### src/rtl/svc_arb_pkg.sv
package svc_arb_pkg;
  localparam int ADDR_W = 3;
  localparam int DATA_W = 8;
  localparam int VEC_W  = 3;

  localparam logic [ADDR_W-1:0] A_SUMMARY = 3'd0;
  localparam logic [ADDR_W-1:0] A_LIVEVEC = 3'd1;
  localparam logic [ADDR_W-1:0] A_PENDING = 3'd2;
  localparam logic [ADDR_W-1:0] A_CONTROL = 3'd3;
  localparam logic [ADDR_W-1:0] A_EOS     = 3'd4;
  localparam logic [ADDR_W-1:0] A_HELDVEC = 3'd5;

  localparam int SUM_ANY_BIT = 3;
  localparam int CTL_EN_BIT  = 4;
  localparam int PEND_TOP    = 7;

  typedef enum logic [VEC_W-1:0] {
    VEC_NONE = 3'b000,
    VEC_CTL  = 3'b001,
    VEC_PIPE = 3'b010
  } vec_code_e;

  typedef struct packed {
    logic eos_wr;
    logic pend_wr;
    logic ctl_wr;
    logic rd_act;
    logic ack_act;
    logic ack_start;
  } bus_evt_t;
endpackage

### src/rtl/svc_bus_decode.sv
module svc_bus_decode
  import svc_arb_pkg::*;
(
  input  logic              clk,
  input  logic              rst_n,
  input  logic              cs_n,
  input  logic              ds_n,
  input  logic              grant_n,
  input  logic              ack_n,
  input  logic              rd_wr,
  input  logic [ADDR_W-1:0] addr,
  output bus_evt_t          evt
);
  logic sel, wr_act, wr_q, wr_fire, ack_act, ack_q;

  assign sel     = ~cs_n & ~ds_n;
  assign wr_act  = sel & ~rd_wr;
  assign ack_act = ~ack_n & ~grant_n & ~ds_n & cs_n;

  always_ff @(posedge clk or negedge rst_n) begin
    if (!rst_n) begin
      wr_q  <= 1'b0;
      ack_q <= 1'b0;
    end else begin
      wr_q  <= wr_act;
      ack_q <= ack_act;
    end
  end

  assign wr_fire = wr_act & ~wr_q;

  always_comb begin
    evt           = '0;
    evt.rd_act    = sel & rd_wr;
    evt.ack_act   = ack_act;
    evt.ack_start = ack_act & ~ack_q;
    evt.eos_wr    = wr_fire & (addr == A_EOS);
    evt.pend_wr   = wr_fire & (addr == A_PENDING);
    evt.ctl_wr    = wr_fire & (addr == A_CONTROL);
  end
endmodule

### src/rtl/svc_src_capture.sv
module svc_src_capture #(
  parameter int NUM_SRC = 2
) (
  input  logic               clk,
  input  logic               rst_n,
  input  logic [NUM_SRC-1:0] src_req,
  input  logic               pend_wr,
  input  logic [NUM_SRC-1:0] keep,
  input  logic [NUM_SRC-1:0] ack_clr,
  input  logic               clr_all,
  output logic [NUM_SRC-1:0] flags,
  output logic               any_rise
);
  logic [NUM_SRC-1:0] src_q, rise;

  for (genvar i = 0; i < NUM_SRC; i++) begin : g_src
    assign rise[i] = src_req[i] & ~src_q[i];
    always_ff @(posedge clk or negedge rst_n) begin
      if (!rst_n) begin
        src_q[i] <= 1'b0;
        flags[i] <= 1'b0;
      end else begin
        src_q[i] <= src_req[i];
        if (clr_all)
          flags[i] <= 1'b0;
        else if (rise[i])
          flags[i] <= 1'b1;
        else if (ack_clr[i] || (pend_wr && !keep[i]))
          flags[i] <= 1'b0;
      end
    end
  end

  assign any_rise = |rise;
endmodule

### src/rtl/svc_vector_unit.sv
module svc_vector_unit
  import svc_arb_pkg::*;
#(
  parameter int NUM_SRC = 2
) (
  input  logic               clk,
  input  logic               rst_n,
  input  logic [NUM_SRC-1:0] flags,
  input  logic               any_rise,
  input  bus_evt_t           evt,
  input  logic               en_wdata,
  input  logic               keep_top,
  output logic               ien,
  output logic               lock,
  output logic               pend_all,
  output logic               tog,
  output logic [VEC_W-1:0]   live_code,
  output logic [VEC_W-1:0]   hvec,
  output logic [NUM_SRC-1:0] ack_clr
);
  logic [NUM_SRC-1:0] iso;

  assign iso = flags & (~flags + 1'b1);

  always_comb begin
    live_code              = '0;
    live_code[NUM_SRC-1:0] = iso;
  end

  assign ack_clr = evt.ack_start ? iso : '0;
  assign tog     = evt.ctl_wr & (en_wdata != ien);

  always_ff @(posedge clk or negedge rst_n) begin
    if (!rst_n) begin
      ien      <= 1'b0;
      lock     <= 1'b0;
      pend_all <= 1'b0;
      hvec     <= '0;
    end else begin
      if (evt.ctl_wr) ien <= en_wdata;

      if (tog || evt.eos_wr) begin
        lock <= 1'b0;
        hvec <= '0;
      end else if (evt.ack_start) begin
        lock <= 1'b1;
        hvec <= live_code;
      end

      if (tog)
        pend_all <= 1'b0;
      else if (any_rise)
        pend_all <= 1'b1;
      else if (evt.ack_start)
        pend_all <= |(flags & ~iso);
      else if (evt.pend_wr && !keep_top)
        pend_all <= 1'b0;
    end
  end
endmodule

### src/rtl/svc_req_arbiter.sv
module svc_req_arbiter
  import svc_arb_pkg::*;
#(
  parameter int NUM_SRC = 2
) (
  input  logic              clk,
  input  logic              rst_n,
  input  logic              cs_n,
  input  logic              ds_n,
  input  logic              grant_n,
  input  logic              ack_n,
  input  logic              rd_wr,
  input  logic [2:0]        addr,
  input  logic [7:0]        wdata,
  output logic [7:0]        rdata,
  input  logic [1:0]        src_req,
  output logic              svc_req_n
);
  bus_evt_t           evt;
  logic [NUM_SRC-1:0] flags, keep, ack_clr;
  logic               any_rise, ien, lock, pend_all, tog, ack_act, eos_fire;
  logic [VEC_W-1:0]   live_code, hvec;
  logic [DATA_W-1:0]  pend_rd;
  logic               unused_wbits;

  svc_bus_decode u_dec (
    .clk, .rst_n, .cs_n, .ds_n, .grant_n, .ack_n, .rd_wr, .addr, .evt
  );

  always_comb begin
    keep    = '0;
    pend_rd = '0;
    pend_rd[PEND_TOP] = pend_all;
    for (int i = 0; i < NUM_SRC; i++) begin
      keep[i] = wdata[PEND_TOP-1-i];
      pend_rd[PEND_TOP-1-i] = flags[i];
    end
  end

  svc_src_capture #(.NUM_SRC(NUM_SRC)) u_cap (
    .clk, .rst_n, .src_req(src_req[NUM_SRC-1:0]),
    .pend_wr(evt.pend_wr), .keep, .ack_clr, .clr_all(tog),
    .flags, .any_rise
  );

  svc_vector_unit #(.NUM_SRC(NUM_SRC)) u_vec (
    .clk, .rst_n, .flags, .any_rise, .evt,
    .en_wdata(wdata[CTL_EN_BIT]), .keep_top(wdata[PEND_TOP]),
    .ien, .lock, .pend_all, .tog, .live_code, .hvec, .ack_clr
  );

  assign ack_act      = evt.ack_act;
  assign eos_fire     = evt.eos_wr;
  assign unused_wbits = ^{wdata[3:0], wdata[CTL_EN_BIT-0+1]};
  assign svc_req_n    = ~(pend_all & ien & ~lock & ~ack_act);

  always_comb begin
    rdata = '0;
    if (ack_act) begin
      rdata[VEC_W-1:0] = lock ? hvec : live_code;
    end else if (evt.rd_act) begin
      case (addr)
        A_SUMMARY: rdata[SUM_ANY_BIT] = |flags;
        A_LIVEVEC: rdata[VEC_W-1:0]   = live_code;
        A_PENDING: rdata              = pend_rd;
        A_CONTROL: rdata[CTL_EN_BIT]  = ien;
        A_HELDVEC: rdata[VEC_W-1:0]   = hvec;
        default:   rdata              = '0;
      endcase
    end
  end
endmodule

### config.mk
export PLATFORM = sky130hd
export DESIGN_NAME = svc_req_arbiter
export DESIGN_NICKNAME = d
export VERILOG_FILES = /design/src/rtl/svc_arb_pkg.sv /design/src/rtl/svc_bus_decode.sv /design/src/rtl/svc_src_capture.sv /design/src/rtl/svc_vector_unit.sv /design/src/rtl/svc_req_arbiter.sv
export SDC_FILE = /design/constraint.sdc
export NUM_CORES = 1
export LEC_CHECK = 0
export BUFFER_PORTS_ARGS = -buffer_cell sky130_fd_sc_hd__buf_2
export CAP_MARGIN = 20
export CORE_MARGIN = 2
export CORE_UTILIZATION = 47
export DETAILED_ROUTE_END_ITERATION = 8
export MAX_ROUTING_LAYER = met4
export PLACE_DENSITY = 0.8
export SETUP_SLACK_MARGIN = 0.5
export SYNTH_ARGS = -nofsm -noshare
export SYNTH_HDL_FRONTEND = slang
export SYNTH_SLANG_ARGS = --single-unit
### constraint.sdc
create_clock -name clk -period 4.68 [get_ports clk]
set_clock_uncertainty 0.2 [all_clocks]
set_input_delay 0.468 -clock clk [delete_from_list [all_inputs] [get_ports clk]]
set_output_delay 0.468 -clock clk [all_outputs]
set_load 0.02 [all_outputs]
==> flow_summary_export.csv <==
group,metric,value,unit
worst_setup_path,cp-endpoint,"rdata[1]",
route,drc,0,
worst_setup_path,critical_path.startpoint,"ds_n",
worst_setup_path,timing_worst_setup_path_type,"in2out",
route,vias,561,
sta,setup_viol,0,
worst_setup_path,r2r-start,"u_dec.wr_q",
sta,tns,0,ps
layout,antenna_cells,0,
clocking,numCtsBuffers,3,
route,drtAntennaViolNets,0,
clocking,clk-insertion-delay-late,260,ps
route,dr.first_iter.drc_count,10,
global_route,grt_usage,19.8,%
worst_setup_path,r2r_slack,3020,ps
power,powerDensity,275,nW/um^2
synth,syn-cell-area,628,sq um
worst_hold_path,holdCritPathClass,"in2reg",
clocking,clk_pin_slew,60,ps
layout,fin_nets,112,
placement,pre_cts_ws,2290,ps
sta,clock.fmax,419,MHz
outcome,outcome,"finished clean",
sta,fin_crit_sh,51.0,%
placement,io_buffers,23,
synth,ys_seq_area_share,43.8,%
layout,utilization,62.3,%
worst_setup_path,required,4010,ps
synth,syn_area_per_cell,9.81,sq um
clocking,cts_tree,"yes",
placement,gp_congestion,0.753,
clocking,cts_sinks,11,
layout,seqCellArea,275,sq um
worst_setup_path,arrival,1720,ps
power,power_frac_comb,18.4,%
sta,maxSlewViolCount,0,
placement,place_hpwl,1070,um
route,drt_first_pass_iters,4,
job,maxCapViolCount,0,
route,routed_wl,1290,um
power,p_leak,0.376,nW
floorplan,die_w,40.6,um
global_route,antenna_found_initial,0,
power,power_switching_share,27.3,%
power,sequentialPowerShare,53.3,%
clocking,clockBufferDepth,2,
synth,syn_nets,84,
route,wl_per_cell,12.2,um
power,internal_power,0.000158,W
synth,synth_edf_count,0,
sta,fin_ws,2290,ps
layout,multi_input_area,337,sq um
synth,synth.distinct_cells,31,
worst_setup_path,startpoint_type,"input port",
layout,area_growth,25.9,%
sta,period_minus_slack,2390,ps
synth,async_flop_share,100,%
power,ir_drop,0.163,mV
worst_setup_path,rr_worst_depth,4,
clocking,cts-htree-levels,1,
worst_setup_path,end_kind,"output pin",
global_route,grt_first_pass_wirelength,2060,um
route,avgViaCountPerCell,5.29,
floorplan,start_util,49.5,%
worst_setup_path,r2r_end,"u_vec.pend_all",
clocking,postCtsSetupRepairBufs,0,
worst_setup_path,crit_fanout,4,
power,p_clk_share,28.3,%
synth,synthCells,64,
sta,hold_viol,0,
floorplan,num_io_pins,29,
clocking,cts-resized-gates,0,
global_route,overflow,0,
global_route,grt_pass1_vias,487,
floorplan,core,1270,sq um
floorplan,rows,13,
global_route,grt_max_degree,12,
layout,final_cell_mix,"buf_2, dfrtp_1, nand2_1",
floorplan,die_y,40.6,um
synth,yosysWarnings,0,
power,power.net_switching,0.0000592,W
layout,fillers,109,
layout,drive_above_1_share,36.3,%
synth,ys_ff_latch,11,
sta,rsz0062_at_grt,"no",
layout,final_common_cell,"buf_2",
synth,synth_flop_cell,"dfrtp_1",
floorplan,die_area,1640,sq um
clocking,cts-root-buf,"clkbuf_4",
## area by class of cell
type,instances,share of cell area [%]
inverters,2,1.11
well taps,15,2.37
flip-flops and latches,11,34.8
repair buffers,24,15.8
multi-input cells,50,42.6
clock buffers,4,3.32
## flip-flops by register name, indices dropped and copies added, names as in the netlist
| name | flops |
|---|---|
| u_vec.lock | 1 |
| u_vec.hvec | 2 |
| u_vec.pend_all | 1 |
| u_vec.ien | 1 |
| u_cap.flags | 2 |
| u_dec.ack_q | 1 |
| u_dec.wr_q | 1 |
| u_cap.src_q | 2 |
## routing by layer
layer	global-route usage (%)	up-vias	wire length, um
li1	-	283	-
met1	23.2	260	568
met2	36.1	16	650
met3	1.67	2	57
met4	5.00	0	15
met5	-	-	0
## cell usage after synthesis, drive strengths merged, types with 2 or more instances
cell	number	area (sq um)
a22o	2	17.5
o211ai	2	15.0
nand2	7	26.3
and2	3	18.8
nand2b	4	32.5
nor2b	2	12.5
o21ai	2	13.8
dfrtp	11	275
a21oi	4	20.0
nor2	6	30.0
nand3	2	10.0
and3	3	18.8
## power by group through the flow
stage | Sequential, W | Clock (W) | Combinational [W]
2_1_floorplan | 0.000114 | 0 | 0.0000255
3_3_place_gp | 0.000117 | 0 | 0.0000386
3_5_place_dp | 0.000117 | 0 | 0.0000397
4_1_cts | 0.000116 | 0.0000643 | 0.0000404
5_1_grt | 0.000117 | 0.0000682 | 0.0000448
6_report | 0.000116 | 0.0000614 | 0.0000400
## how the worst min path moves through the flow
stage	startpoint	endpoint	slack, ps	cells past startpoint
after floorplan	rst_n	u_cap.flags[0]	-30	0
after global placement	rst_n	u_vec.ien	140	1
after detailed placement	rst_n	u_cap.flags[1]	150	1
after CTS	src_req[1]	u_cap.src_q[1]	120	1
after global routing	src_req[0]	u_cap.src_q[0]	120	1
final	src_req[1]	u_cap.src_q[1]	130	1
## logic make-up after synthesis
group,count (synthesis),share of synthesized area (%)
buffers and inverters,3,2.59
other,1,0.597
multiplexers,1,1.79
AO/OA/AOI/OAI,14,18.1
flip-flops,11,43.8
XOR/XNOR,1,1.39
AND/OR/NAND/NOR,33,31.7
## timing repair
action / 4_1_cts / 5_1_grt
hold buffers: 1 / 0
setup endpoints to repair: 0 / 0
hold endpoints to repair: 11 / 0
## through the flow
stage          power (W)  cells  area (sq um)  hold slack, ps
2_1_floorplan   0.000140     64           628           -27.6
3_3_place_gp    0.000155    101           754             139
3_5_place_dp    0.000157    101           754             147
4_1_cts         0.000220    106           791             118
5_1_grt         0.000230    106           791             115
6_report        0.000217    106           791             125
## critical path: stages
cell and delay [ps]:
buf_2 120, or4b_4 580, clkinv_2 110, nand2_1 70, o21ai_2 70, a22o_1 150, buf_2 150
(Power assumes the default switching activity.)
